===== src/rtl/dbl2uint64_cvt.sv =====
module dbl2uint64_cvt (
  input  logic        clk,
  input  logic        rst_n,
  input  logic [63:0] operand,
  input  logic [1:0]  rmode,
  output logic [63:0] result,
  output logic        invalid,
  output logic        inexact
);
  localparam int unsigned MW = 53;
  localparam logic [10:0] BIAS_INT = 11'd1075;
  localparam logic [10:0] OVF_EXP  = 11'd1087;
  localparam logic [5:0]  RSH_MAX  = 6'd55;

  logic        sgn;
  logic [10:0] ex;
  logic [51:0] fr;
  assign sgn = operand[63];
  assign ex  = operand[62:52];
  assign fr  = operand[51:0];

  logic        special, big, too_big;
  logic [10:0] e_eff, ldiff, rdiff;
  logic [MW-1:0] mant;
  assign special = &ex;
  assign e_eff   = (ex == 11'd0) ? 11'd1 : ex;
  assign mant    = {ex != 11'd0, fr};
  assign big     = e_eff >= BIAS_INT;
  assign too_big = e_eff >= OVF_EXP;
  assign ldiff   = e_eff - BIAS_INT;
  assign rdiff   = BIAS_INT - e_eff;

  logic [5:0]          rsh;
  logic [MW+63:0]      wide;
  logic [63:0]         ip, mag_rnd, mag_int, mag;
  logic                rbit, sbit, inc, frac_nz, inv_c, inx_c;

  always_comb begin
    rsh     = (rdiff > {5'd0, RSH_MAX}) ? RSH_MAX : rdiff[5:0];
    wide    = {mant, 64'd0} >> rsh;
    ip      = {11'd0, wide[MW+63:64]};
    rbit    = wide[63];
    sbit    = |wide[62:0];
    frac_nz = rbit | sbit;
    unique case (rmode)
      2'b00:   inc = rbit & (sbit | ip[0]);
      2'b01:   inc = sgn & frac_nz;
      2'b10:   inc = ~sgn & frac_nz;
      default: inc = 1'b0;
    endcase
    mag_rnd = ip + {63'd0, inc};
    mag_int = {11'd0, mant} << ldiff[3:0];
    mag     = big ? mag_int : mag_rnd;
    inv_c   = special | too_big | (sgn & (mag != 64'd0));
    inx_c   = ~inv_c & ~big & frac_nz;
  end

  always_ff @(posedge clk or negedge rst_n) begin
    if (!rst_n) begin
      result  <= 64'd0;
      invalid <= 1'b0;
      inexact <= 1'b0;
    end else begin
      result  <= inv_c ? {64{1'b1}} : (sgn ? 64'd0 : mag);
      invalid <= inv_c;
      inexact <= inx_c;
    end
  end
endmodule



===== config.mk =====
export PLATFORM = sky130hd
export DESIGN_NAME = dbl2uint64_cvt
export DESIGN_NICKNAME = d
export VERILOG_FILES = /design/src/rtl/dbl2uint64_cvt.sv
export SDC_FILE = /design/constraint.sdc
export NUM_CORES = 1
export LEC_CHECK = 0
export BUFFER_PORTS_ARGS = -buffer_cell sky130_fd_sc_hd__buf_2
export CAP_MARGIN = 20
export CORE_UTILIZATION = 25
export DETAILED_ROUTE_END_ITERATION = 8
export PLACE_DENSITY = 0.47
export SYNTH_ARGS = -nofsm -noshare
export SYNTH_HDL_FRONTEND = slang
export SYNTH_SLANG_ARGS = --single-unit
export TNS_END_PERCENT = 10

===== constraint.sdc =====
create_clock -name clk -period 1.2 [get_ports clk]
set_clock_uncertainty 0.15 [all_clocks]
set_input_delay 0.12 -clock clk [delete_from_list [all_inputs] [get_ports clk]]
set_output_delay 0.12 -clock clk [all_outputs]
set_load 0.005 [all_outputs]

# Word level (Yosys, flattened, before mapping)
# Cells that the tools add are included.
# op_classes
shift,2
n_eq_ne,2
n_reduce_logical,6
mux,6
order_cmp,3
n_bitwise,13
n_addsub,3
# ops
cell,n
$mux W64,3
$shr A117 B6 Y117,1
$reduce_bool A64 Y1,1
$shl A53 B4 Y64,1
$reduce_or A63 Y1,1
$add A53 B1 Y54,1
$ge A11 B11 Y1 const B,2
$gt A11 B6 Y1 const B,1
$logic_not A11 Y1,1
$mux W11,1
$reduce_and A11 Y1,1
$reduce_bool A11 Y1,1
$sub A11 B11 Y11 const A,1
$and A1 B1 Y1,6
$mux W6,1
$or A1 B1 Y1,4
$sub A4 B2 Y4 const B,1
$not A1 Y1,3
$pmux W1 S3,1
$eq A2 B1 Y1 const B,1
$eq A2 B2 Y1 const B,1
$logic_not A2 Y1,1
# word_totals
input_bits,68
out_inout_bits,66
elab_cells,38
regBits,66

# Longest topological paths before layout
# Gate-level depths: netlist of run 1.
# depth
ltp_word,18
ltp_mapped,48
ltp_nobuf,38

# Least setup slack after synthesis of run 1
# OpenSTA, ideal clock, no wires.
# synth_path
kind,input to register
start,input port operand[54]
end,register result[40]
required_time_ns,0.932
setup_slack_ns,-9.071
t_arrival_ns,10.003
stages,45
setup_time_ns,0.118
n_path_buf,12
path_cell_list,inv_1 ha_1 or4b_1 o31ai_4 inv_2 clkbuf_1 clkbuf_1 buf_1 clkbuf_1 buf_1 ha_1 nand2_1 and2_1 a2111oi_0 and2_1 clkbuf_1 clkbuf_1 clkbuf_1 [9 not listed] a21oi_1 inv_1 nand3_1 a221oi_1 ha_1 nand2_1 or3_1 o311a_1 or4b_4 nor3_4 xnor2_1 or4_1 a2111oi_2 nand4_1 or4b_4 nor4_4 buf_6 nor2_2
# synth_between
elab_chain_cells,16
word_cells_on_any_way,27
classes_between,add/sub (3); order compare (3); shift (2); mux (6); bitwise (8); reduce/logical (5)
# synth_lines
item,line,source
"start, declared",4,"input logic [63:0] operand,"
$logic_not A11 Y1,26,assign e_eff = (ex == 11'd0) ? 11'd1 : ex;
$mux W11,26,
$sub A11 B11 Y11,31,assign rdiff = BIAS_INT - e_eff;
$gt A11 B6 Y1,39,"rsh = (rdiff > {5'd0, RSH_MAX}) ? RSH_MAX : rdiff[5:0];"
$mux W6,39,
$shr A117 B6 Y117,40,"wide = {mant, 64'd0} >> rsh;"
$reduce_or A63 Y1,43,sbit = |wide[62:0];
$or A1 B1 Y1 (on tied branches),"44, 46",
$and A1 B1 Y1 (on tied branches),"48, 46, 47",
$pmux W1 S3,45,unique case (rmode)
$add A53 B1 Y54,51,"mag_rnd = ip + {63'd0, inc};"
$mux W64,53,mag = big ? mag_int : mag_rnd;
$reduce_bool A64 Y1,54,inv_c = special | too_big | (sgn & (mag != 64'd0));
$and A1 B1 Y1,54,
$or A1 B1 Y1,54,
$mux W64 (*),64,result <= inv_c ? {64{1'b1}} : (sgn ? 64'd0 : mag);
"end signal, assigned",64,
"end, declared",6,"output logic [63:0] result,"
# Every way passes the cells marked *; elsewhere a longest branch is shown, timed or not.

# Worst setup path after layout of run 1
# layout_path
start,input port operand[54]
end,register result[26]
# Same word-level chain as after synthesis.

==> results of run 1 <==
-- timing repair --
| item | 4_1_cts | 5_1_grt |
|---|---|---|
| buffers inserted | 48 | 9 |
| resized for setup | 161 | 38 |
| endpoints found under the hold margin | 66 | 0 |
| pin swaps | 72 | 14 |
| hold buffers | 2 | 0 |
| gates cloned | 5 | 1 |
| setup endpoints to repair | 67 | 67 |
-- logic make-up after synthesis --
group / after synthesis / share of synthesized area [%]
and+or+nand+nor: 1004 / 34.9
buffers and inverters: 228 / 6.64
xor gates and xnor gates: 45 / 2.77
adders and majority gates: 11 / 0.948
DFF: 66 / 11.6
muxes: 121 / 9.49
AOI/OAI and AO/OA: 704 / 33.6
-- report_power, final --
part / switching [mW] / internal, mW
Clock: 0.949 / 1.72
Sequential: 0.0429 / 2.39
Combinational: 5.68 / 4.29
Total: 6.67 / 8.39
-- worst min-delay path by stage --
stage / depth (start not counted) / start / to / slack [ns]
after floorplan: 0 / rst_n / inexact$_DFF_PN0_ / -0.33
after global placement: 1 / rst_n / invalid$_DFF_PN0_ / -0.19
after detailed placement: 1 / rst_n / invalid$_DFF_PN0_ / -0.18
after CTS: 3 / operand[63] / result[10]$_DFF_PN0_ / 0.13
after global routing: 3 / operand[63] / result[10]$_DFF_PN0_ / 0.15
final: 3 / operand[63] / result[22]$_DFF_PN0_ / 0.16
-- area by class of cell --
class	instances	area (um^2)
Clock buffer	12	256
Antenna cell	1	2.50
Clock inverter	4	50.0
Sequential cell	66	1650
Fill cell	6039	31100
Inverter	41	158
Multi-Input combinational cell	1885	12700
Tap cell	756	946
Timing Repair Buffer	1243	9500
-- registers in the layout, indices dropped and copies added (netlist names) --
name,count
result,64
inexact,1
invalid,1
-- metal layers --
metal / vias up / wire length, um / part of all wire (%) / track usage [%]
met5: - / 0 / 0 / 0
met4: 0 / 8880 / 7.5 / 25.5
met3: 344 / 8880 / 7.5 / 6.15
met2: 1303 / 53100 / 45 / 65.9
met1: 11400 / 46900 / 40 / 48.6
li1: 10500 / - / - / -
-- stage by stage --
stage,total power [mW],setup WS [ns],hold WS [ns]
after floorplan,6.02,-7.60,-0.326
after global placement,11.7,-7.83,-0.189
after detailed placement,11.6,-7.85,-0.184
after CTS,14.7,-6.93,0.130
after global routing,15.6,-7.40,0.151
final,15.1,-7.08,0.160
-- synthesized netlist by cell type (all sizes together) (14+ instances only) --
| master | instances | area share [%] |
|---|---|---|
| a211oi | 46 | 2.5 |
| xor2 | 22 | 1.4 |
| a221oi | 16 | 1.1 |
| nand2 | 307 | 8.1 |
| or3 | 27 | 1.2 |
| nand4 | 59 | 2.6 |
| nor4 | 61 | 2.9 |
| a31oi | 58 | 2.5 |
| nor3 | 83 | 3.2 |
| clkbuf | 126 | 3.3 |
| o211ai | 35 | 1.8 |
| xnor2 | 23 | 1.4 |
| o22ai | 25 | 1.1 |
| nor2 | 222 | 6.0 |
| inv | 39 | 1.0 |
| o31ai | 31 | 1.7 |
| a21oi | 165 | 5.8 |
| and2 | 26 | 1.1 |
| buf | 61 | 2.2 |
| mux2i | 107 | 7.5 |
| o21ai | 135 | 4.8 |
| and3 | 45 | 2.0 |
| a21boi | 14 | 0.76 |
| dfrtp | 66 | 12 |
| nand3 | 100 | 3.6 |
-- worst max-delay path, delay by kind of cell --
kind	cells	cell delay (ns)
compound gates	13	2.32
xor+xnor	1	0.10
fa+ha+maj	3	0.56
buf+inv	10	1.25
simple gates	15	3.96
==> metrics list, run 1 <==
- Clock tree from TritonCTS: built
- Total of max-cap violations: 0
* Share of synthesized area occupied by flip-flops and latches: 11.6%
* Total half-perimeter wirelength after legalization and detailed placement: 98200 um
* Number of enable flip-flop cells after synthesis: 0
- Summed over all layers, the routed wires come to 118000 um.
- Total number of vias: 23500
- Die width: 241 um
* Total count of max-transition violations in the final report: 0
* Capturing element type of the critical path: register
- For the final routed database, the setup TNS stands at -462.46 ns.
- Count of TritonRoute iterations in the first routing pass: 8
- Number of antenna violations at the first check in global routing: 1
- Arr. time, crit path: 8.34 ns
* RSZ-0062 raised after global routing: true
* Nets@finish: 3324
- Startpoint type of the worst setup path: input pin
- The congestion estimate from routability-driven global placement came to 1.04.
- Cells with a size suffix above 1 make up 46.1% of the layout.
- For the worst setup path, the data required time is 1.25 ns.
- After detailed routing, the number of remaining DRC violations is 0.
- Area inside the core boundary: 56400 um^2
- The number of hold-slack violations in the final timing report was 0.
* Number of port buffers: 133
* Most frequent standard cell in the layout excluding fill and tap cells: buf_4
- Crit Path Category: in2reg
- After synthesis, the share of flip-flops with an asynchronous set or reset is 100%.
- Die Y-Extent: 241 um
* Highest fanout seen on the critical path: 14
* Hold WC Path Type: in2reg
* Post-Layout Cell Count: 4008
* Maximum VDD drop: 0.000801 V
- Clock tree buffer depth: 2
* Most frequent cells in the layout: buf_4, nand2_1, nor2_1
- At the end of the flow the core is filled with cells to 44.8%.
- Result of the run: complete, but fails checks
- Dividing total power by cell area gives a power density of 596 nW/um^2.
- Number of sinks on the clock net: 66
- Among all flip-flop cells after synthesis, the most frequent one is dfrtp_1.
- Cell area after placement: 23400 um^2
* Total standard cell area after synthesis: 14200 um^2
- For the finished layout, the period the worst path requires is 8.28 ns.
* Syn nets: 2257
- Cell Count Post-Placement: 3928
* Global-route wire length before repair: 166000 um
- For this configuration, the core starts out at a cell density of 25.3%.
* Total CTS buffers: 9
* Actual transition at the worst max-transition pin: 0.918 ns
- Synthesis produced 2179 cells.
- Die footprint: 58000 um^2
- CP Capture Point: result[26]$_DFF_PN0_
* Gr ovfl total: 0
- Launch point of the worst path: operand[54]
* Number of storage elements in the synthesis netlist: 66
* Maximum level of the CTS H-tree: 3
* GRT Total Usage: 40.0%
- Final critical-path share of the clock period: 690%
* Peak Freq: 121 MHz
- Standard cell with the maximum stage delay on the critical path: or4b_4
- After synthesis, the mean cell area works out to 6.54 um^2.
- Entering global routing, the biggest net connects 62 pins.
- Total non-filler cell area in the finished layout: 25300 um^2
- The via count of the first global-routing pass came to 23200.
- The first routing iteration left 2365 violations.
- Yosys printed 0 warnings.
* Minimum setup slack in the final design: -7.08 ns
- The final reports fail on negative setup slack.
- Number of distinct library cell variants in the gate-level netlist after synthesis: 101
- The tree is rooted in a clkbuf_16.
* Worst-path clk slew: 0.06 ns
- For this design the static power due to leakage is 11.2 nW.
* Maximum single-stage delay on the critical path: 0.57 ns
- Number of vias per cell after detailed routing: 5.87
- The area growth from synthesis to layout is 77.2%.
- 134 I/O pins were placed.
- Worst rel slew slack: 38.3%
- Final setup violation count: 66
- In this run the core area contains 87 standard-cell rows.
- Dividing the detail-routed wire length by the instance count gives 29.4 um.
* Post-detailed-route count of antenna-violating nets: 0
(Power assumes the default switching activity.)
==> run 2: changes to the inputs <==
--- a/config.mk
+++ b/config.mk
@@ -7,9 +7,9 @@
 export LEC_CHECK = 0
 export BUFFER_PORTS_ARGS = -buffer_cell sky130_fd_sc_hd__buf_2
 export CAP_MARGIN = 20
-export CORE_UTILIZATION = 25
+export CORE_UTILIZATION = 65
 export DETAILED_ROUTE_END_ITERATION = 8
-export PLACE_DENSITY = 0.47
+export PLACE_DENSITY = 0.93
 export SYNTH_ARGS = -nofsm -noshare
 export SYNTH_HDL_FRONTEND = slang
 export SYNTH_SLANG_ARGS = --single-unit
==> run 2 against run 1 <==
Against the previous run:
- the run now fails in 3_5_place_dp
- synthesized area did not move
- synthesized cell count is the same
==> metrics list, run 2 <==
* Result of the run: stopped before the end
- The flow stopped in 3_5_place_dp.
* Error text reported by the tool: [ERROR DPL-0038] Utilization greater than 100%, impossible to legalize
* Synth async-reset ratio: 100% (unchanged)
- Dominant register cell in the synthesized netlist: dfrtp_1
- Number of distinct library cell variants in the gate-level netlist after synthesis: 101 (unchanged)
- The mean post-synth cell area is 6.54 um^2 (unchanged).
- Top post-synthesis cells by count: nand2_1, nor2_1, a21oi_1, clkbuf_1, o21ai_0
* Number of port buffers: 133 (unchanged)
- The global placer's final weighted congestion is 1.44 (+39%).
* Ports: 134 (unchanged)
- The number of enable flip-flop cells after synthesis came to 0 (unchanged).
- Dominant cell type by area after synthesis: dfrtp_1
- Share of synthesized area occupied by flip-flops and latches: 11.6% (unchanged)
- Effective utilization at floorplan: 66.9% (+42 points)
- The post-synthesis instance total came to 2179 (unchanged).
* Count of standard-cell rows: 53 (-39%)
- By area the synthesized netlist is led by dfrtp_1, nand2_1, mux2i_1.
- Die Y-Extent: 150 um (-38%)
* Total standard cell area after synthesis: 14200 um^2 (unchanged)
* Top-area cell type share of the netlist area: 11.6% (unchanged)
* Die width: 150 um (-38%)
- The yosys synthesis warning count was 0 (unchanged).
- Leading cell type by number of instances after synthesis: nand2_1
- Syn nets: 2257 (unchanged)
- Number of storage elements in the synthesis netlist: 66 (unchanged)
[run 2: cell counts after synthesis]
No cell type changed its count.
[run 2: metrics by stage]
step	instance area, um^2	cells	setup WS, ns	setup TNS, ns
floorplan	14700	2179	-7.60	-498.28
global placement	21900	3338	-7.03	-462.29
[run 2: cells by family after synthesis]
group	after synthesis	synth area share, %
AND/OR/NAND/NOR	1004	34.9
AO/OA/AOI/OAI	704	33.6
buffers and inverters	228	6.64
multiplexers	121	9.49
flip-flops	66	11.6
XOR/XNOR	45	2.77
adder cells (fa/ha/maj)	11	0.948
